<file path="config.mk">
export PLATFORM = sky130hd
export DESIGN_NAME = mangle_delay_timer
export DESIGN_NICKNAME = d
export VERILOG_FILES = /design/src/rtl/mdt_pkg.sv /design/src/rtl/mdt_preload.sv /design/src/rtl/mdt_counter.sv /design/src/rtl/mdt_ctrl.sv /design/src/rtl/mangle_delay_timer.sv
export SDC_FILE = /design/constraint.sdc
export NUM_CORES = 1
export LEC_CHECK = 0
export BUFFER_PORTS_ARGS = -buffer_cell sky130_fd_sc_hd__buf_2
export CAP_MARGIN = 20
export CORE_AREA = 2 2 78 80
export DETAILED_ROUTE_END_ITERATION = 8
export DIE_AREA = 0 0 80 82
export PLACE_DENSITY = 0.76
export REMOVE_ABC_BUFFERS = 1
export SLEW_MARGIN = 10
export SYNTH_ARGS = -nofsm -noshare
export SYNTH_HDL_FRONTEND = slang
export SYNTH_HIERARCHICAL = 1
export SYNTH_SLANG_ARGS = --single-unit
</file>
<file path="constraint.sdc">
create_clock -name clk -period 10.6 [get_ports clk]
set_clock_uncertainty 0.05 [all_clocks]
set_input_delay 1.06 -clock clk [delete_from_list [all_inputs] [get_ports clk]]
set_output_delay 1.06 -clock clk [all_outputs]
set_load 0.005 [all_outputs]
</file>
<file path="src/rtl/mdt_pkg.sv">
package mdt_pkg;

    localparam int CNT_W       = 12;
    localparam int NIB_W       = 4;
    localparam int NUM_TABLES  = 2;
    localparam int SHORT_COST  = 78;
    localparam int LONG_EXTRA  = 6;
    localparam int TABLE_OVH   = 29;
    localparam int SLOT_PERIOD = 79;

    typedef enum logic [1:0] {
        MODE_IDLE  = 2'd0,
        MODE_DELAY = 2'd1,
        MODE_SLOT  = 2'd2
    } mode_e;

    typedef struct packed {
        logic load;
        logic tick;
        logic long_it;
    } ctl_t;

    // Iteration count from a nibble: zero is treated as a single pass.
    function automatic int iter_count(input logic [NIB_W-1:0] nib);
        return (nib == '0) ? 1 : int'(nib);
    endfunction

    // Minimum duration contributed by one table.
    function automatic int table_cost(input logic [NIB_W-1:0] nib,
                                      input int short_cost,
                                      input int ovh);
        return iter_count(nib) * short_cost + ovh;
    endfunction

endpackage

</file>
<file path="src/rtl/mdt_preload.sv">
module mdt_preload
    import mdt_pkg::*;
#(
    parameter int P_CNT_W      = CNT_W,
    parameter int P_NIB_W      = NIB_W,
    parameter int P_TABLES     = NUM_TABLES,
    parameter int P_SHORT_COST = SHORT_COST,
    parameter int P_TABLE_OVH  = TABLE_OVH
) (
    input  logic [P_TABLES-1:0][P_NIB_W-1:0] nibs,
    output logic [P_CNT_W-1:0]               preload
);
    localparam int MAX_COST = ((1 << P_NIB_W) - 1) * P_SHORT_COST + P_TABLE_OVH;

    int cost [P_TABLES];

    for (genvar t = 0; t < P_TABLES; t++) begin : g_tab
        always_comb begin
            cost[t] = table_cost(nibs[t], P_SHORT_COST, P_TABLE_OVH);
        end
    end

    always_comb begin
        int acc;
        acc = 0;
        for (int t = 0; t < P_TABLES; t++) begin
            acc = acc + cost[t];
        end
        preload = P_CNT_W'(acc);
    end

    // The largest possible preload must fit in the counter width.
    initial begin
        assert (P_TABLES * MAX_COST < (1 << P_CNT_W))
            else $error("counter too narrow for preload");
    end

endmodule

</file>
<file path="src/rtl/mdt_counter.sv">
module mdt_counter
    import mdt_pkg::*;
#(
    parameter int P_CNT_W      = CNT_W,
    parameter int P_LONG_EXTRA = LONG_EXTRA,
    parameter int P_SLOT       = SLOT_PERIOD
) (
    input  logic               clk,
    input  logic               rst,
    input  logic               do_load,
    input  logic [P_CNT_W-1:0] load_val,
    input  logic               active,
    input  logic               add_ext,
    input  logic               tick,
    output logic               expire
);
    localparam logic [P_CNT_W:0] SAT_MAX = {1'b0, {P_CNT_W{1'b1}}};

    logic [P_CNT_W-1:0] cnt_q;
    logic [P_CNT_W:0]   sum;
    logic [P_CNT_W-1:0] adj;

    always_comb begin
        sum = {1'b0, cnt_q} + (add_ext ? (P_CNT_W+1)'(P_LONG_EXTRA) : '0);
        adj = (sum > SAT_MAX) ? SAT_MAX[P_CNT_W-1:0] : sum[P_CNT_W-1:0];
        expire = active && tick && (adj == P_CNT_W'(1));
    end

    always_ff @(posedge clk) begin
        if (rst) begin
            cnt_q <= '0;
        end else if (do_load) begin
            cnt_q <= load_val;
        end else if (active) begin
            if (expire) begin
                cnt_q <= P_CNT_W'(P_SLOT);
            end else if (tick) begin
                cnt_q <= adj - P_CNT_W'(1);
            end else begin
                cnt_q <= adj;
            end
        end
    end

    AST_NO_OVERFLOW: assert property (@(posedge clk) disable iff (rst)
        (active && !do_load) |-> (cnt_q != '0)) else $error("armed counter at zero");

    AST_SLOT_RELOAD: assert property (@(posedge clk) disable iff (rst)
        (expire && !do_load) |=> (cnt_q == P_CNT_W'(P_SLOT))) else $error("no slot reload");

    AST_HOLD_NO_TICK: assert property (@(posedge clk) disable iff (rst)
        (active && !do_load && !tick && !add_ext) |=> $stable(cnt_q)) else $error("count moved");

endmodule

</file>
<file path="src/rtl/mdt_ctrl.sv">
module mdt_ctrl
    import mdt_pkg::*;
(
    input  logic clk,
    input  logic rst,
    input  ctl_t ctl,
    input  logic expire,
    output logic active,
    output logic add_ext,
    output logic irq,
    output logic slot_mode,
    output logic late_err
);
    mode_e mode_q;
    logic  err_q;
    logic  irq_q;

    always_comb begin
        active    = (mode_q != MODE_IDLE);
        add_ext   = ctl.long_it && (mode_q == MODE_DELAY) && !ctl.load;
        irq       = irq_q;
        slot_mode = (mode_q == MODE_SLOT);
        late_err  = err_q;
    end

    always_ff @(posedge clk) begin
        if (rst) begin
            mode_q <= MODE_IDLE;
            irq_q  <= 1'b0;
            err_q  <= 1'b0;
        end else begin
            irq_q <= 1'b0;
            if (ctl.load) begin
                mode_q <= MODE_DELAY;
                err_q  <= 1'b0;
            end else begin
                if (ctl.long_it && (mode_q != MODE_DELAY)) begin
                    err_q <= 1'b1;
                end
                if (expire) begin
                    irq_q  <= 1'b1;
                    mode_q <= MODE_SLOT;
                end
            end
        end
    end

    AST_IRQ_PULSE: assert property (@(posedge clk) disable iff (rst)
        irq |=> !irq) else $error("irq wider than one cycle");

    AST_IRQ_IN_SLOT: assert property (@(posedge clk) disable iff (rst)
        irq |-> slot_mode) else $error("irq outside slot mode");

    AST_LOAD_REARM: assert property (@(posedge clk) disable iff (rst)
        ctl.load |=> (!slot_mode && !late_err && !irq)) else $error("load did not rearm");

    AST_LATE_FLAG: assert property (@(posedge clk) disable iff (rst)
        (ctl.long_it && !ctl.load && slot_mode) |=> late_err) else $error("late strobe missed");

    AST_SLOT_STAYS: assert property (@(posedge clk) disable iff (rst)
        (slot_mode && !ctl.load) |=> slot_mode) else $error("left slot mode");

endmodule

</file>
<file path="src/rtl/mangle_delay_timer.sv">
module mangle_delay_timer
    import mdt_pkg::*;
#(
    parameter int P_CNT_W = CNT_W,
    parameter int P_NIB_W = NIB_W
) (
    input  logic               clk,
    input  logic               rst,
    input  logic               tick_en,
    input  logic               load_strb,
    input  logic [P_NIB_W-1:0] count_a,
    input  logic [P_NIB_W-1:0] count_b,
    input  logic               long_strb,
    output logic               irq,
    output logic               slot_mode,
    output logic               late_err
);
    logic [NUM_TABLES-1:0][P_NIB_W-1:0] nibs;
    logic [P_CNT_W-1:0] preload;
    logic active, add_ext, expire;
    ctl_t ctl;

    assign nibs = {count_b, count_a};
    assign ctl  = '{load: load_strb, tick: tick_en, long_it: long_strb};

    mdt_preload #(
        .P_CNT_W(P_CNT_W), .P_NIB_W(P_NIB_W), .P_TABLES(NUM_TABLES),
        .P_SHORT_COST(SHORT_COST), .P_TABLE_OVH(TABLE_OVH)
    ) u_pre (
        .nibs(nibs), .preload(preload)
    );

    mdt_counter #(
        .P_CNT_W(P_CNT_W), .P_LONG_EXTRA(LONG_EXTRA), .P_SLOT(SLOT_PERIOD)
    ) u_cnt (
        .clk(clk), .rst(rst), .do_load(load_strb), .load_val(preload),
        .active(active), .add_ext(add_ext), .tick(tick_en), .expire(expire)
    );

    mdt_ctrl u_ctl (
        .clk(clk), .rst(rst), .ctl(ctl), .expire(expire), .active(active),
        .add_ext(add_ext), .irq(irq), .slot_mode(slot_mode), .late_err(late_err)
    );

endmodule

</file>
==> results.yml, run 1 <==
yosys:
  syn_area_per_cell_um2: 7.929
  ys.flop_type: "dfxtp_1"
  async_flop_share_pct: 0
  synth_warnings: 6
  ys_seq_area_share_pct: 11.54
  ys_seq_elements: 16
  ys_types: 53
  synth_cells: 350
  synth_edf_count: 0
  netlist_area_um2: 2775
die:
  initial_utilization_pct: 48.30
  die_area_um2: 6560
  fp-row-count: 28
  die_h_um: 82
  io_pins: 16
  dieWidth_um: 80
  coreArea_um2: 5746
grt:
  antenna_found_initial: 0
  grt_pass1_vias: 2370
  overflow: 0
  track_usage_pct: 19.47
  grt_max_degree: 31
  grt_first_pass_wirelength_um: 10450
timing:
  tns_ns: 0
  tightest_slew_ns: 0.6794
  layout_setup_ws_ns: 5.812
  period_share_pct: 45.17
  whs_ns: 0.4977
  hold_viol_final: 0
  setup_violations: 0
  slew_viol_final: 0
  relSlewSlack_pct: 54.33
  rsz0062_at_grt: "false"
  fmax_mhz: 208.9
  fin_crit_ns: 4.788
setup_path:
  path_buf_inv: 3
  critPathCaptureType: "register"
  crit_arrival_ns: 4.93
  crit_end: "u_cnt/cnt_q[11]"
  reg2reg_from: "u_ctl/mode_q[1]"
  path_cells: "buf_2 > inv_1 > ha_1 > a21oi_1 > inv_1 > ha_1 > ha_1 > a21o_1 > a21oi_1 > o21bai_1 > a21oi_1 > xor2_1 > ha_1 > ha_1 > a21o_1 > a21oi_1 > o21ai_1 > a21oi_1 > xnor2_1 > a21oi_1 > a21oi_1"
  crit_fanout: 6
  crit_type: "input port to register"
  worst_path_max_delay_cell: "ha_1"
  crit_family: "compound AO/OA/AOI/OAI gates"
  regToRegEndpoint: "u_cnt/cnt_q[11]"
  crit_top_cell: "a21oi_1"
  ff2ff_path_depth: 13
  start_kind: "input port"
  cp.required_ns: 10.74
  crit_cells: 21
  crit_path_max_incr_delay_ns: 0.37
  r2r_slack_ns: 6.85
  crit_start: "count_b[2]"
power_and_ir_drop:
  leakage_uw: 0.001338
  finalPower_uw: 513.6
  max-vdd-ir-drop_uv: 85.85
  power_density_nw_per_um2: 175.0
status:
  status: "finished clean"
job:
  maxCapViolations: 0
clock_network:
  clkTransAtPathRegs_ns: 0.07
  cts_tree: "built"
  clock_path_buffers: 2
  ctsHoldBuffers: 0
  clk_latency_ns: 0.26
  post_cts_buffers: 0
  cts_max_level: 1
  cts_sinks: 16
  clockRootBuffer: "clkbuf_8"
  numCtsBuffers: 3
  ctsResizeCount: 0
min_path:
  worstHoldPathType: "register to register"
routing:
  vias_per_cell: 5.594
  drt_pass1_iterations: 4
  wl_per_cell_um: 13.63
  drc: 0
  drt_iter0_markers: 126
  drtAntennaViolNets: 0
  dr_total_vias: 2411
  wl_um: 5875
placement:
  hpwl_um: 4651
  dp_slack_ns: 5.543
  port_buffers: 15
  place.gp.congestion: 0.8822
final_layout:
  drive_above_1_share_pct: 10.67
  areaGrowthSynthToFinish_pct: 5.771
  nNetsFinal: 427
  layout_commonest_cell: "ha_1"
  final_cell_mix: "ha_1 (49), nor2_1 (33), inv_1 (33), a21oi_1 (33), xnor2_1 (18)"
  diodes: 0
==> metal layers <==
layer	part of all wire, %	up-vias	track usage [%]
met4	0.75	0	4.407
li1	-	1233	-
met5	0	-	0
met3	4.3	5	1.538
met1	44	1104	23.39
met2	51	69	37.50
==> final cells by class <==
| type | count | area (um2) |
|---|---|---|
| fill | 560 | 2810 |
| timing repair buffer | 15 | 75.07 |
| inverter | 33 | 123.9 |
| tap | 75 | 93.84 |
| clock buffer | 4 | 55.05 |
| multi-input combinational | 288 | 2267 |
| sequential | 16 | 320.3 |
==> sequential cells by signal (all words and copies together) (netlist names) <==
signal          cells
u_ctl/irq           1
u_ctl/late_err      1
u_cnt/cnt_q        12
u_ctl/mode_q        2
==> synth_stat cells, drive strengths merged (4+ instances only) <==
cell | n | share of area, %
ha | 49 | 22
a21oi | 34 | 6.5
nor2 | 34 | 4.7
inv | 33 | 4.5
xnor2 | 18 | 5.7
dfxtp | 16 | 12
o21ai | 15 | 2.7
nand2 | 13 | 1.8
nand3 | 12 | 2.7
nor3 | 11 | 2.4
xor2 | 11 | 3.5
clkbuf | 8 | 1.1
fa | 8 | 5.8
nor2b | 8 | 1.8
a21o | 7 | 1.9
nor3b | 7 | 1.9
a211oi | 6 | 1.6
buf | 5 | 1.2
mux2i | 5 | 1.8
nor4 | 5 | 1.6
o21bai | 5 | 1.4
and2 | 4 | 0.90
and3 | 4 | 1.1
nand2b | 4 | 0.90
nand4 | 4 | 0.90
or2 | 4 | 0.90
==> report_power, final <==
group          switching [uW]  internal [uW]
sequential               26.7           73.6
combinational             191            166
clock                    23.4           33.0
==> stage by stage <==
step           std cells  utilization (%)  cell area, um2
2_1_floorplan        337                -            2711
3_3_place_gp         427            50.13            2880
3_5_place_dp         427            50.13            2880
4_1_cts              431            51.09            2935
5_1_grt              431            51.09            2935
6_report             431            51.09            2935
==> worst min path at each step <==
stage	from	endpoint	slack (ns)	cells past startpoint
after CTS	u_ctl/mode_q[1]	u_ctl/mode_q[1]	0.49	2
final	u_ctl/mode_q[1]	u_ctl/mode_q[1]	0.50	2
after detailed placement	u_ctl/mode_q[1]	u_ctl/mode_q[1]	0.48	2
after global routing	u_ctl/mode_q[1]	u_ctl/mode_q[1]	0.53	2
after floorplan	u_ctl/mode_q[0]	u_ctl/late_err	0.43	1
after global placement	u_ctl/mode_q[1]	u_ctl/mode_q[1]	0.46	2
==> tightest hold or removal path, cell delays in order, from the launching register on <==
cell     delay, ns
dfxtp_1       0.34
nor2_1        0.12
nor3_1        0.05
==> kinds of logic (layout without fill, tap and decap cells) <==
| family | Yosys count | count (layout) | share of synthesized area (%) |
|---|---|---|---|
| other | 1 | 1 | 0.1351 |
| XOR/XNOR | 29 | 29 | 9.152 |
| adder cells (fa/ha/maj) | 57 | 57 | 27.86 |
| AO/OA/AOI/OAI | 79 | 79 | 18.85 |
| buffers and inverters | 46 | 52 | 6.763 |
| AND/OR/NAND/NOR | 116 | 116 | 23.49 |
| flip-flops | 16 | 16 | 11.54 |
| multiplexers | 6 | 6 | 2.209 |
No activity file was read; power rests on OpenSTA's default activity.
==> run 2: changes to the inputs <==
--- a/config.mk
+++ b/config.mk
@@ -5,12 +5,13 @@
 export SDC_FILE = /design/constraint.sdc
 export NUM_CORES = 1
 export LEC_CHECK = 0
+export ABC_AREA = 1
 export BUFFER_PORTS_ARGS = -buffer_cell sky130_fd_sc_hd__buf_2
 export CAP_MARGIN = 20
-export CORE_AREA = 2 2 78 80
+export CORE_AREA = 2 2 82 84
 export DETAILED_ROUTE_END_ITERATION = 8
-export DIE_AREA = 0 0 80 82
-export PLACE_DENSITY = 0.76
+export DIE_AREA = 0 0 84 86
+export PLACE_DENSITY = 0.78
 export REMOVE_ABC_BUFFERS = 1
 export SLEW_MARGIN = 10
 export SYNTH_ARGS = -nofsm -noshare
==> constraint.sdc (replaced) <==
create_clock -name clk -period 3.9 [get_ports clk]
set_clock_uncertainty 0.05 [all_clocks]
set_input_delay 0.39 -clock clk [delete_from_list [all_inputs] [get_ports clk]]
set_output_delay 0.39 -clock clk [all_outputs]
set_load 0.005 [all_outputs]
==> run 2 against run 1 <==
Effect of this change:
- power grew to 3.2 times the previous value
- wire length increased by 13%
- count of clock-buffer cells in the layout is the same
- cell area up 23%
- via count up 22%
- first-iteration DRC count is 0.79% higher
- clock power rose to 2.7 times the previous value
- register-to-register slack lost 6.1 ns
- sequential share of layout area fell by 2.0 points
- global-route usage is 0.22 points lower
- core utilization rose by 6.4 points
- critical path type unchanged
==> results.yml, run 2 <==
routing:
  drc: 0
  wl_per_cell_um: 11.43
  wl_um: 6638
  drtAntennaViolNets: 0
  vias_per_cell: 5.053
  dr_total_vias: 2936
  top_layer: "met4"
  met2_length_um: 3263
  drt_iter0_markers: 127
  wl_met1_um: 3132
  drt_pass1_iterations: 4
  wl_met3_um: 208
placement:
  port_buffers: 15
  place.gp.congestion: 0.8676
  postPlaceCellArea_um2: 3395
  hpwl_um: 5469
yosys:
  synth_top_area_share_pct: 20.07
  post-synth-top-count-cell: "nand2_1"
  netlist_area_um2: 3054
  synth_cells: 464
  ys_seq_elements: 16
  synth_area_leaders: "ha_1 (20%), nand2_1 (14%), inv_1 (11%)"
  synth_common_cells: "nand2_1 (117), inv_1 (88), ha_1 (49), nand3_1 (42), nor2_1 (26)"
  ys_types: 39
  ys_seq_area_share_pct: 10.49
  async_flop_share_pct: 0
  synth_edf_count: 0
  synth_area_leader_cell: "ha_1"
  synth_warnings: 6
  ys.flop_type: "dfxtp_1"
  syn_area_per_cell_um2: 6.582
grt:
  grt_first_pass_wirelength_um: 11760
  overflow: 0
  grt_max_degree: 19
  track_usage_pct: 19.25
  grt_pass1_vias: 2816
  antenna_found_initial: 0
die:
  die_h_um: 86
  initial_utilization_pct: 48.65
  coreArea_um2: 6277
  io_pins: 16
  dieWidth_um: 84
  fp-row-count: 29
  die_area_um2: 7224
clock_network:
  cts_sinks: 16
  clkTransAtPathRegs_ns: 0.07
  cts_max_level: 1
  numCtsBuffers: 3
  clockRootBuffer: "clkbuf_8"
  clock_path_buffers: 2
  cts_tree: "built"
  ctsHoldBuffers: 0
  clk_latency_ns: 0.25
power_and_ir_drop:
  max-vdd-ir-drop_uv: 204.2
  power_density_nw_per_um2: 451.2
  leakage_uw: 0.001958
final_layout:
  layout_commonest_cell: "nand2_1"
  areaGrowthSynthToFinish_pct: 18.15
  layout_top_registers: "u_cnt/cnt_q (12), u_ctl/mode_q (2)"
  regMostFlops: "u_cnt/cnt_q"
  fill_cells: 571
  final_cell_mix: "nand2_1 (114), inv_1 (88), ha_1 (42)"
  nNetsFinal: 575
  final_area_um2: 3608
  largest_reg_flops: 12
  diodes: 0
  drive_above_1_share_pct: 21.63
setup_path:
  crit_type: "input port to register"
  crit_arrival_ns: 3.76
  critPathCaptureType: "register"
  crit_fanout: 4
  cp.required_ns: 3.99
  start_kind: "input port"
min_path:
  worstHoldPathType: "input port to register"
timing:
  rsz0062_at_grt: "true"
  fmax_mhz: 272.6
  setup_violations: 0
  whs_ns: 0.3463
  fin_crit_ns: 3.668
  relSlewSlack_pct: 52.00
  period_share_pct: 94.05
  tightest_slew_ns: 0.7173
  slew_viol_final: 0
  hold_viol_final: 0
status:
  status: "finished clean"
job:
  maxCapViolations: 0
## run 2: cell count changes after synthesis, sizes merged, moves of 5 or more
cell	previous run	this run
nand2	13	127
o21ai	15	5
nor3	11	4
nand3	12	49
nor3b	7	1
xnor2	18	4
mux2i	5	0
a21oi	34	21
inv	33	89
nor2b	8	0
a21o	7	0
nor4	5	0
a22oi	0	7
## run 2: critical path, stage by stage
cell     delay (ns)
buf_2          0.09
inv_1          0.05
ha_1           0.17
nor3b_2        0.16
nor2_2         0.09
inv_1          0.06
ha_1           0.28
ha_1           0.18
inv_1          0.07
fa_2           0.34
inv_1          0.06
nand3_1        0.06
nand2_1        0.09
buf_4          0.11
xnor2_1        0.10
inv_1          0.10
ha_4           0.25
ha_4           0.26
nand2_1        0.07
nand2_1        0.06
inv_1          0.09
o21a_1         0.16
nand2_1        0.07
nand2_1        0.06
nand2_1        0.07
a22oi_2        0.20
a21oi_2        0.07
## run 2: power breakdown
| group | leakage [uW] | internal, uW | switching (uW) |
|---|---|---|---|
| clock network | 0.0000288 | 89.6 | 61.6 |
| logic | 0.00180 | 523 | 693 |
| registers | 0.000132 | 200 | 60.3 |
| total | 0.00196 | 813 | 815 |
## run 2: cells by family after synthesis
family	share of synthesized area (%)
flops	10.49
other cells	0.1228
fa+ha+maj	25.32
compound gates	9.258
xor+xnor	4.588
buf+inv	12.62
simple gates	37.61
## run 2: what timing repair did
item,CTS,global route
buffers inserted,0,0
resized for setup,0,26
setup endpoints to repair,0,4
hold endpoints to repair,0,0
## run 2: layout make-up
class / instances / area, um2 / share of cell area (%)
timing repair buffer: 44 / 292.8 / 8.114
inverter: 89 / 336.6 / 9.327
clock buffer: 4 / 55.05 / 1.526
multi-input combinational: 351 / 2507 / 69.49
tap: 77 / 96.34 / 2.670
sequential: 16 / 320.3 / 8.877
## run 2: path summary, 6_finish.rpt
check                                startpoint               to  slack [ns]  cells after the start
worst max-delay path                 count_a[2]  u_cnt/cnt_q[10]        0.23                     27
worst min-delay path                  long_strb   u_ctl/late_err        0.35                      3
worst max register to register  u_ctl/mode_q[1]  u_ctl/mode_q[0]        0.75                     18
worst min register to register   u_ctl/late_err   u_ctl/late_err        0.41                      2
## run 2: per-layer routing
| metal | vias to the layer above | track usage (%) |
|---|---|---|
| li1 | 1552 | - |
| met3 | 4 | 2.791 |
| met2 | 43 | 34.25 |
| met4 | 0 | 3.226 |
| met5 | - | 0 |
| met1 | 1337 | 25.19 |
## run 2: through the flow
step | setup slack, ns | TNS [ns] | cells | total power [uW] | util [%]
6_report | 0.2322 | 0 | 581 | 1628 | 57.48
5_1_grt | -0.04735 | -0.09463 | 581 | 1832 | 57.48
4_1_cts | 0.1075 | 0 | 581 | 1503 | 54.95
3_5_place_dp | -0.1566 | -0.3913 | 577 | 1343 | 54.08
3_3_place_gp | -0.04368 | -0.08368 | 577 | 1319 | 54.08
2_1_floorplan | 0.08280 | 0 | 456 | 1085 | -
==> run 3: changes to the inputs <==
--- a/config.mk
+++ b/config.mk
@@ -11,7 +11,7 @@
 export CORE_AREA = 2 2 82 84
 export DETAILED_ROUTE_END_ITERATION = 8
 export DIE_AREA = 0 0 84 86
-export PLACE_DENSITY = 0.78
+export PLACE_DENSITY = 0.77
 export REMOVE_ABC_BUFFERS = 1
 export SLEW_MARGIN = 10
 export SYNTH_ARGS = -nofsm -noshare
==> run 3 against run 2 <==
Effect of this change:
- via count increased by 1.8%
- register-to-register slack barely moved
- sequential share of layout area fell by 0.079 points
- die area stayed put
- critical endpoint is now u_cnt/cnt_q[11]
- largest power group unchanged
==> results.yml, run 3 (same netlist as run 2, synthesis figures left out) <==
setup_path:
  cp.required_ns: 3.99
  worst_path_max_delay_cell: "ha_1"
  r2r_slack_ns: 0.75
  crit_arrival_ns: 3.75
  start_kind: "input port"
  regToRegEndpoint: "u_ctl/mode_q[0]"
  ff2ff_path_depth: 18
  reg2reg_from: "u_ctl/mode_q[1]"
  crit_fanout: 3
  crit_path_max_incr_delay_ns: 0.33
  path_cells: "buf_2 > inv_1 > ha_1 > nor3b_2 > nor2_2 > inv_1 > ha_1 > or2_2 > ha_1 > nand2_1 > o21a_1 > a21boi_0 > ha_1 > ha_4 > nand2_4 > inv_1 > a21oi_2 > nand3_1 > nand2_1 > nand2_1 > a22oi_1 > a21oi_1"
  crit_type: "input port to register"
  crit_top_cell: "ha_1"
  critPathCaptureType: "register"
placement:
  hpwl_um: 5681
  postPlaceCellArea_um2: 3395
  placed_cells: 577
  port_buffers: 15
  place.gp.congestion: 0.8681
routing:
  drtAntennaViolNets: 0
  drt_iter0_markers: 104
  drc: 0
  drt_pass1_iterations: 4
  wl_per_cell_um: 12.15
  wl_um: 7061
  vias_per_cell: 5.145
  dr_total_vias: 2989
clock_network:
  numCtsBuffers: 3
  clk_latency_ns: 0.25
  clock_path_buffers: 2
  post_cts_buffers: 0
  clockRootBuffer: "clkbuf_8"
  cts_sinks: 16
  clkTransAtPathRegs_ns: 0.07
  cts_max_level: 1
  cts_tree: "built"
timing:
  hold_viol_final: 0
  slew_viol_final: 0
  fin_crit_ns: 3.666
  rsz0062_at_grt: "true"
  setup_violations: 0
  relSlewSlack_pct: 48.03
  tightest_slew_ns: 0.7767
  period_share_pct: 94.00
  fmax_mhz: 272.8
final_layout:
  final_cell_count_no_fill: 581
  nNetsFinal: 575
  areaGrowthSynthToFinish_pct: 19.21
  layout_commonest_cell: "nand2_1"
  final_cell_mix: "nand2_1 (112), inv_1 (88), nand3_1 (39)"
  final_area_um2: 3641
  fill_cells: 597
  regMostFlops: "u_cnt/cnt_q"
  diodes: 0
  drive_above_1_share_pct: 22.22
  layout_top_registers: "u_cnt/cnt_q (12), u_ctl/mode_q (2)"
  largest_reg_flops: 12
  finish.utilization_pct: 58.00
power_and_ir_drop:
  pwr-share-comb_pct: 74.8
  p_int_uw: 811.0
  power_switching_uw: 826.5
  p_sw_share_pct: 50.47
  finalPower_uw: 1638
  leakage_uw: 0.001956
  power_density_nw_per_um2: 449.7
  max-vdd-ir-drop_uv: 238.0
  p_clk_share_pct: 9.2
  seqPwrFrac_pct: 16.0
min_path:
  worstHoldPathType: "input port to register"
  hold_end: "u_ctl/late_err"
  min_from: "long_strb"
  hold_depth: 3
status:
  status: "finished clean"
grt:
  overflow: 0
  grt_pass1_vias: 2897
  track_usage_pct: 19.81
  grt_max_degree: 19
  grt_first_pass_wirelength_um: 12100
  antenna_found_initial: 0
die:
  die_area_um2: 7224
  die_h_um: 86
  coreArea_um2: 6277
  fp-row-count: 29
  dieWidth_um: 84
  io_pins: 16
  initial_utilization_pct: 48.65
job:
  maxCapViolations: 0
-- run 3: area by class of cell --
| cell class | count | area, um2 | share of cell area, % |
|---|---|---|---|
| Multi-Input combinational cell | 351 | 2540 | 69.76 |
| Inverter | 89 | 336.6 | 9.244 |
| Sequential cell | 16 | 320.3 | 8.797 |
| Timing Repair Buffer | 44 | 292.8 | 8.041 |
| Tap cell | 77 | 96.34 | 2.646 |
| Clock buffer | 4 | 55.05 | 1.512 |
-- run 3: per-stage QoR --
| stage | setup WS, ns | hold WS (ns) | setup TNS [ns] |
|---|---|---|---|
| CTS | 0.06889 | 0.3343 | 0 |
| detailed placement | -0.2009 | 0.4044 | -0.5130 |
| global route | -0.02170 | 0.3477 | -0.06177 |
| finish | 0.2338 | 0.3451 | 0 |
| global placement | -0.03553 | 0.3938 | -0.06463 |
| floorplan | 0.08280 | 0.4042 | 0 |
-- run 3: how the worst max path moves through the flow --
stage | endpoint | depth (start not counted) | slack [ns] | from
after floorplan | u_cnt/cnt_q[11] | 27 | 0.08 | count_a[2]
after CTS | u_cnt/cnt_q[11] | 29 | 0.07 | count_b[2]
after detailed placement | u_cnt/cnt_q[11] | 29 | -0.20 | count_b[2]
after global placement | u_cnt/cnt_q[11] | 24 | -0.04 | count_a[2]
final | u_cnt/cnt_q[11] | 22 | 0.23 | count_a[2]
after global routing | u_cnt/cnt_q[11] | 26 | -0.02 | count_b[2]
-- run 3: timing repair --
action	in CTS	in global routing
setup endpoints to repair	0	5
gates resized for setup	0	30
hold buffers	0	0
-- run 3: power groups by stage --
stage          combinational [uW]  clock [uW]  sequential (uW)
2_1_floorplan                 839           0              246
4_1_cts                      1090         159              259
3_3_place_gp                 1060           0              262
3_5_place_dp                 1090           0              261
6_report                     1230         151              261
5_1_grt                      1400         164              265
-- run 3: worst max-delay path, delay by kind of cell --
kind | cells | cell delay [ns]
buf+inv | 4 | 0.25
simple gates | 8 | 0.90
fa+ha+maj | 5 | 1.29
compound gates | 5 | 0.95
-- run 3: layer usage --
| layer | wire [um] | GRT usage [%] | share of wire, % | vias up |
|---|---|---|---|---|
| li1 | - | - | - | 1553 |
| met1 | 3281 | 24.64 | 46 | 1369 |
| met2 | 3486 | 36.73 | 49 | 55 |
| met3 | 180 | 2.502 | 2.5 | 12 |
| met4 | 112 | 4.106 | 1.6 | 0 |
| met5 | 0 | 0 | 0 | - |
